## src/rtl/ipc_mailbox_pkg.sv

```systemverilog
package ipc_mailbox_pkg;

    localparam int MBX_BYTE_W = 8;

    typedef logic [MBX_BYTE_W-1:0] mbx_byte_t;

    // State of the main-to-sound command slot
    typedef struct packed {
        mbx_byte_t data;
        logic      pending;
        logic      written;
    } cmd_state_t;

    localparam mbx_byte_t MBX_EMPTY = '0;

    // Value placed on a bus lane: data when enabled, zero otherwise
    function automatic mbx_byte_t lane_value(input logic en, input mbx_byte_t d);
        return en ? d : MBX_EMPTY;
    endfunction

endpackage

```

## src/rtl/mbx_strobe_sync.sv

```systemverilog
module mbx_strobe_sync #(
    parameter int STAGES = 2
) (
    input  logic clk,
    input  logic rst,
    input  logic async_in,
    output logic level
);
    logic [STAGES-1:0] chain_q;

    generate
        if (STAGES == 1) begin : g_single
            always_ff @(posedge clk) begin
                if (rst) chain_q <= '0;
                else     chain_q <= async_in;
            end
        end else begin : g_multi
            always_ff @(posedge clk) begin
                if (rst) chain_q <= '0;
                else     chain_q <= {chain_q[STAGES-2:0], async_in};
            end
        end
    endgenerate

    assign level = chain_q[STAGES-1];
endmodule

```

## src/rtl/mbx_edge_det.sv

```systemverilog
module mbx_edge_det (
    input  logic clk,
    input  logic rst,
    input  logic level,
    output logic rise
);
    logic prev_q;

    always_ff @(posedge clk) begin
        if (rst) prev_q <= 1'b0;
        else     prev_q <= level;
    end

    assign rise = level & ~prev_q;
endmodule

```

## src/rtl/mbx_cmd_reg.sv

```systemverilog
module mbx_cmd_reg
    import ipc_mailbox_pkg::*;
(
    input  logic       clk,
    input  logic       rst,
    input  logic       clear,
    input  logic       capture,
    input  mbx_byte_t  din,
    output cmd_state_t state
);
    cmd_state_t state_q;

    always_ff @(posedge clk) begin
        if (rst || clear) begin
            state_q.data    <= MBX_EMPTY;
            state_q.pending <= 1'b0;
            state_q.written <= 1'b0;
        end else if (capture) begin
            state_q.data    <= din;
            state_q.pending <= 1'b1;
            state_q.written <= 1'b1;
        end else begin
            state_q.written <= 1'b0;
        end
    end

    assign state = state_q;
endmodule

```

## src/rtl/mbx_reply_reg.sv

```systemverilog
module mbx_reply_reg
    import ipc_mailbox_pkg::*;
(
    input  logic      clk,
    input  logic      rst,
    input  logic      capture,
    input  mbx_byte_t din,
    output mbx_byte_t dout
);
    mbx_byte_t data_q;

    always_ff @(posedge clk) begin
        if (rst)          data_q <= MBX_EMPTY;
        else if (capture) data_q <= din;
    end

    assign dout = data_q;
endmodule

```

## src/rtl/ipc_mailbox.sv

```systemverilog
module ipc_mailbox
    import ipc_mailbox_pkg::*;
#(
    parameter int SYNC_STAGES = 2
) (
    input  logic                  clk,
    input  logic                  rst,
    input  logic                  host_wr,
    input  logic                  host_rd,
    input  logic [MBX_BYTE_W-1:0] host_wdata,
    output logic [MBX_BYTE_W-1:0] host_rdata,
    output logic                  host_oe,
    input  logic                  snd_wr,
    input  logic                  snd_rd,
    input  logic [MBX_BYTE_W-1:0] snd_wdata,
    output logic [MBX_BYTE_W-1:0] snd_rdata,
    output logic                  snd_oe,
    input  logic                  clear,
    input  logic                  irq_enable,
    output logic                  cmd_written,
    output logic                  irq_out
);
    // Strobe order inside the synchroniser bank
    localparam int IDX_HWR = 0;
    localparam int IDX_HRD = 1;
    localparam int IDX_SWR = 2;
    localparam int IDX_SRD = 3;
    localparam int N_STB   = 4;

    logic [N_STB-1:0] stb_raw;
    logic [N_STB-1:0] stb_sync;
    logic             host_cap;
    logic             snd_cap;
    cmd_state_t       cmd_state;
    mbx_byte_t        cmd_q;
    logic             pending_q;
    mbx_byte_t        reply_q;

    assign stb_raw[IDX_HWR] = host_wr;
    assign stb_raw[IDX_HRD] = host_rd;
    assign stb_raw[IDX_SWR] = snd_wr;
    assign stb_raw[IDX_SRD] = snd_rd;

    generate
        for (genvar i = 0; i < N_STB; i++) begin : g_sync
            mbx_strobe_sync #(.STAGES(SYNC_STAGES)) i_sync (
                .clk      (clk),
                .rst      (rst),
                .async_in (stb_raw[i]),
                .level    (stb_sync[i])
            );
        end
    endgenerate

    mbx_edge_det i_host_edge (
        .clk   (clk),
        .rst   (rst),
        .level (stb_sync[IDX_HWR]),
        .rise  (host_cap)
    );

    mbx_edge_det i_snd_edge (
        .clk   (clk),
        .rst   (rst),
        .level (stb_sync[IDX_SWR]),
        .rise  (snd_cap)
    );

    mbx_cmd_reg i_cmd (
        .clk     (clk),
        .rst     (rst),
        .clear   (clear),
        .capture (host_cap),
        .din     (host_wdata),
        .state   (cmd_state)
    );

    mbx_reply_reg i_reply (
        .clk     (clk),
        .rst     (rst),
        .capture (snd_cap),
        .din     (snd_wdata),
        .dout    (reply_q)
    );

    assign cmd_q       = cmd_state.data;
    assign pending_q   = cmd_state.pending;
    assign cmd_written = cmd_state.written;
    assign irq_out     = pending_q & irq_enable;

    assign snd_oe     = stb_sync[IDX_SRD];
    assign snd_rdata  = lane_value(snd_oe, cmd_q);
    assign host_oe    = stb_sync[IDX_HRD];
    assign host_rdata = lane_value(host_oe, reply_q);
endmodule

```

## config.mk

```make
export PLATFORM = sky130hd
export DESIGN_NAME = ipc_mailbox
export DESIGN_NICKNAME = d
export VERILOG_FILES = /design/src/rtl/ipc_mailbox_pkg.sv /design/src/rtl/mbx_strobe_sync.sv /design/src/rtl/mbx_edge_det.sv /design/src/rtl/mbx_cmd_reg.sv /design/src/rtl/mbx_reply_reg.sv /design/src/rtl/ipc_mailbox.sv
export SDC_FILE = /design/constraint.sdc
export NUM_CORES = 1
export LEC_CHECK = 0
export ABC_AREA = 1
export BUFFER_PORTS_ARGS = -buffer_cell sky130_fd_sc_hd__buf_2
export CORE_MARGIN = 2
export CORE_UTILIZATION = 31
export CTS_BUF_LIST = sky130_fd_sc_hd__clkbuf_4 sky130_fd_sc_hd__clkbuf_8
export DETAILED_ROUTE_END_ITERATION = 10
export PLACE_DENSITY = 0.6
export SYNTH_ARGS = -nofsm -noshare
export SYNTH_HDL_FRONTEND = slang
export SYNTH_SLANG_ARGS = --single-unit
```

## constraint.sdc

```tcl
create_clock -name clk -period 1 [get_ports clk]
set_input_delay 0.15 -clock clk [delete_from_list [all_inputs] [get_ports clk]]
set_output_delay 0.15 -clock clk [all_outputs]
set_load 0.02 [all_outputs]
```

==> results.md <==
- Synthesized Nets: 202
- # Post-CTS Setup Buffers: 0
- PD cells: 1390 nW/um2
- Die Span Y: 65.6 um
- Post-DRT Antenna Nets: 0
- Via Count: approximately 1.1k
- Mean Syn Cell Area: approximately 6.6 um2
- Area Overhead vs Synth: 38.5%
- R2r endpoint: i_reply.dout[5]$_SDFFE_PP0P_
- Worst Skew: 0.000798 ns
- Post-synth top area share: a little under half
- Share of cells above drive strength 1: about 28%
- Drt initial violations: 45
- Highest fanout seen on the critical path: 9
- Drt wl/cell: approximately 8.4 um
- Total grt overflow: 0
- Initial antenna violation count: 0
- #FFs+latches synth: 28
- F_max: between 900 and 1000 MHz
- Routed vias/inst: 3.89
- Clock Latency Late Sink: approximately 0.27 ns
- Routed Wire Length: 2270 um
- Core ar.: ~3700 um2
- RSZ-0062 raised after global routing: yes
- Seq/Total Area, Yosys: a little under half
- Worst Setup End Kind: output pin
- CTS clk-pin slew, worst paths: about 0.090 ns
- Top FF cell, synth: dfxtp_1
- Leakage power: slightly above 0.9 nW
- Antenna Diode Count: 0
- PortBufs: 43
- Clock Path Buffers: 2
- Clock sink total: 28
- Fillers: about 410
- GRT Util Overall: between 10% and 20%
- Synth area leader: dfxtp_1
- Number of synthesized flops with an enable pin: 0
- Top cells by count, synth: 45 x nor2_1, 44 x inv_1, 35 x nand2_1, 28 x dfxtp_1, 15 x nand3_1
- Min-Delay Path Class: primary input to flop
- Reg-to-reg startpoint: i_snd_edge.prev_q$_SDFF_PP0_
- Final Wtd Congestion: roughly 0.73
- Hold EP: g_sync[1].i_sync.chain_q[0]$_SDFF_PP0_
- WHS Path Cells: 3
- Crit path DAT: around 0.93 ns
- Peak supply drop: approximately 630 uV
- Setup Viol. Count Final: 17
- Synth area leaders: dfxtp_1 48%, nor2_1 14%, inv_1 14%
- Row cnt: 22
- Post-DP HPWL: around 1700 um
- I/O pin cnt: 44
- Pre-Repair DR Iteration Count: 4
- Worst hold slack: 0.0708 ns
- Final Cycle Share: 108%
- Failing checks: setup timing
- Count leader, synth: nor2_1
- CTS tree: yes
- Critical Path RT: around 0.85 ns
- Netlist cell types: 11
- Worst slew pin tran: ~0.38 ns
- Crit path kind: flop to output pin
- Tmin final: 1.08 ns
- Synth warn: 0
- Slew HR: around three quarters
- Hold Fails Final Rpt: 0
- Worst reg2reg path depth: 4
- Largest net degree at the start of global routing: 17
- R2R Setup Slk: 0.15 ns
- Startpoint types: flop
- Initial Utilization: about a third
- Pins Over Slew Limit: 0
- Cts bufs inserted: 3
- # DRC: 0
- Vias in the first global route: around 900
- Mapped cell area: 1180 um2
- First-pass GRT wire length: about 3800 um
- Asr flop ratio synth: 0%
- Hold Startpoint: host_rd
- Status: finished with violations
- Clock Tree Root: clkbuf_8
- H-tree Lvls: 1
- Syn Inst Count: about 180
- Die X: 65.6 um
- Die footprint: 4300 um2
- Layout Nets: between 200 and 250
- Max-cap viol count: 0
- Area of the multi-input gates: roughly 400 um2
- Final worst setup slack: -0.0819 ns
- Fin Setup TNS: -1.00 ns
- Reg area: ~570 um2
[power by group]
| group | leakage [nW] | internal [W] | switching (W) |
|---|---|---|---|
| clock | 0.0357 | 0.000536 | 0.000346 |
| sequential | 0.231 | 0.00116 | 0.0000277 |
| combinational | 0.664 | 0.0000962 | 0.000111 |
[critical path: stages (launching register included)]
cell and delay, ns:
dfxtp_4 0.41, nand2_1 0.07, inv_1 0.07, buf_6 0.11
[sequential cells by signal, summed over array words and instances, names as in the netlist]
name and flops:
i_host_edge.prev_q 1, g_sync.i_sync.chain_q 8, i_snd_edge.prev_q 1, i_cmd.state 10
i_reply.dout 8
[per-layer routing]
metal	wire length, um	GRT usage, %	up-vias
li1	-	-	589
met1	1030	14.4	441
met2	1080	18.1	23
met3	130	3.25	2
met4	27	5.47	0
met5	0	0	-
[logic make-up (layout without fill, tap and decap cells)]
| group | Yosys count | after routing | synth area share, % |
|---|---|---|---|
| simple gates | 98 | 98 | 34.4 |
| buf+inv | 52 | 97 | 18.0 |
| flops | 28 | 28 | 47.7 |
[what timing repair did]
action,in CTS,in global routing
pin swaps,1,0
gates cloned,0,0
gates resized for setup,38,6
setup endpoints to repair,19,22
hold buffers,0,0
endpoints found under the hold margin,0,0
[worst max path at each step]
stage / startpoint / to / slack, ns / depth (start not counted)
after floorplan: g_sync[1].i_sync.chain_q[1]$_SDFF_PP0_ / host_rdata[0] / 0.03 / 3
after global placement: g_sync[1].i_sync.chain_q[1]$_SDFF_PP0_ / host_rdata[2] / 0.02 / 3
after detailed placement: g_sync[1].i_sync.chain_q[1]$_SDFF_PP0_ / host_rdata[2] / 0.02 / 3
after CTS: g_sync[1].i_sync.chain_q[1]$_SDFF_PP0_ / host_rdata[2] / -0.11 / 3
after global routing: g_sync[1].i_sync.chain_q[1]$_SDFF_PP0_ / host_rdata[2] / -0.15 / 3
final: g_sync[1].i_sync.chain_q[1]$_SDFF_PP0_ / host_rdata[2] / -0.08 / 3
[cell type report]
cell class	instances	share of cell area, %
Clock buffer	3	2.53
Clock inverter	1	1.84
Inverter	47	10.8
Multi-Input combinational cell	98	24.8
Sequential cell	28	35.0
Tap cell	48	3.69
Timing Repair Buffer	46	21.3
[cell usage in the layout (no fill, tap or decap)]
| cell | netlist | routed |
|---|---|---|
| bufinv_16 | 0 | 1 |
| dfxtp_4 | 0 | 2 |
| inv_1 | 44 | 41 |
| nor2_2 | 1 | 1 |
| buf_2 | 1 | 25 |
| buf_6 | 2 | 17 |
| nand3_1 | 15 | 15 |
| buf_4 | 0 | 4 |
| nor2_4 | 2 | 2 |
| nor2_1 | 45 | 45 |
| dfxtp_2 | 0 | 2 |
| nand2_1 | 35 | 35 |
| inv_2 | 3 | 6 |
| dfxtp_1 | 28 | 24 |
| clkbuf_8 | 0 | 3 |
[stage by stage]
stage / area (um2) / std cells / total power, W / setup slack (ns) / utilization [%]
finish: 1630 / 271 / 0.00227 / -0.0819 / 44.5
global route: 1630 / 271 / 0.00239 / -0.146 / 44.5
CTS: 1620 / 271 / 0.00231 / -0.106 / 44.3
detailed placement: 1440 / 267 / 0.00141 / 0.0220 / 39.3
global placement: 1440 / 267 / 0.00141 / 0.0155 / 39.3
floorplan: 1180 / 178 / 0.00134 / 0.0298 / -
Note: power is estimated with default switching activity, not from simulation.
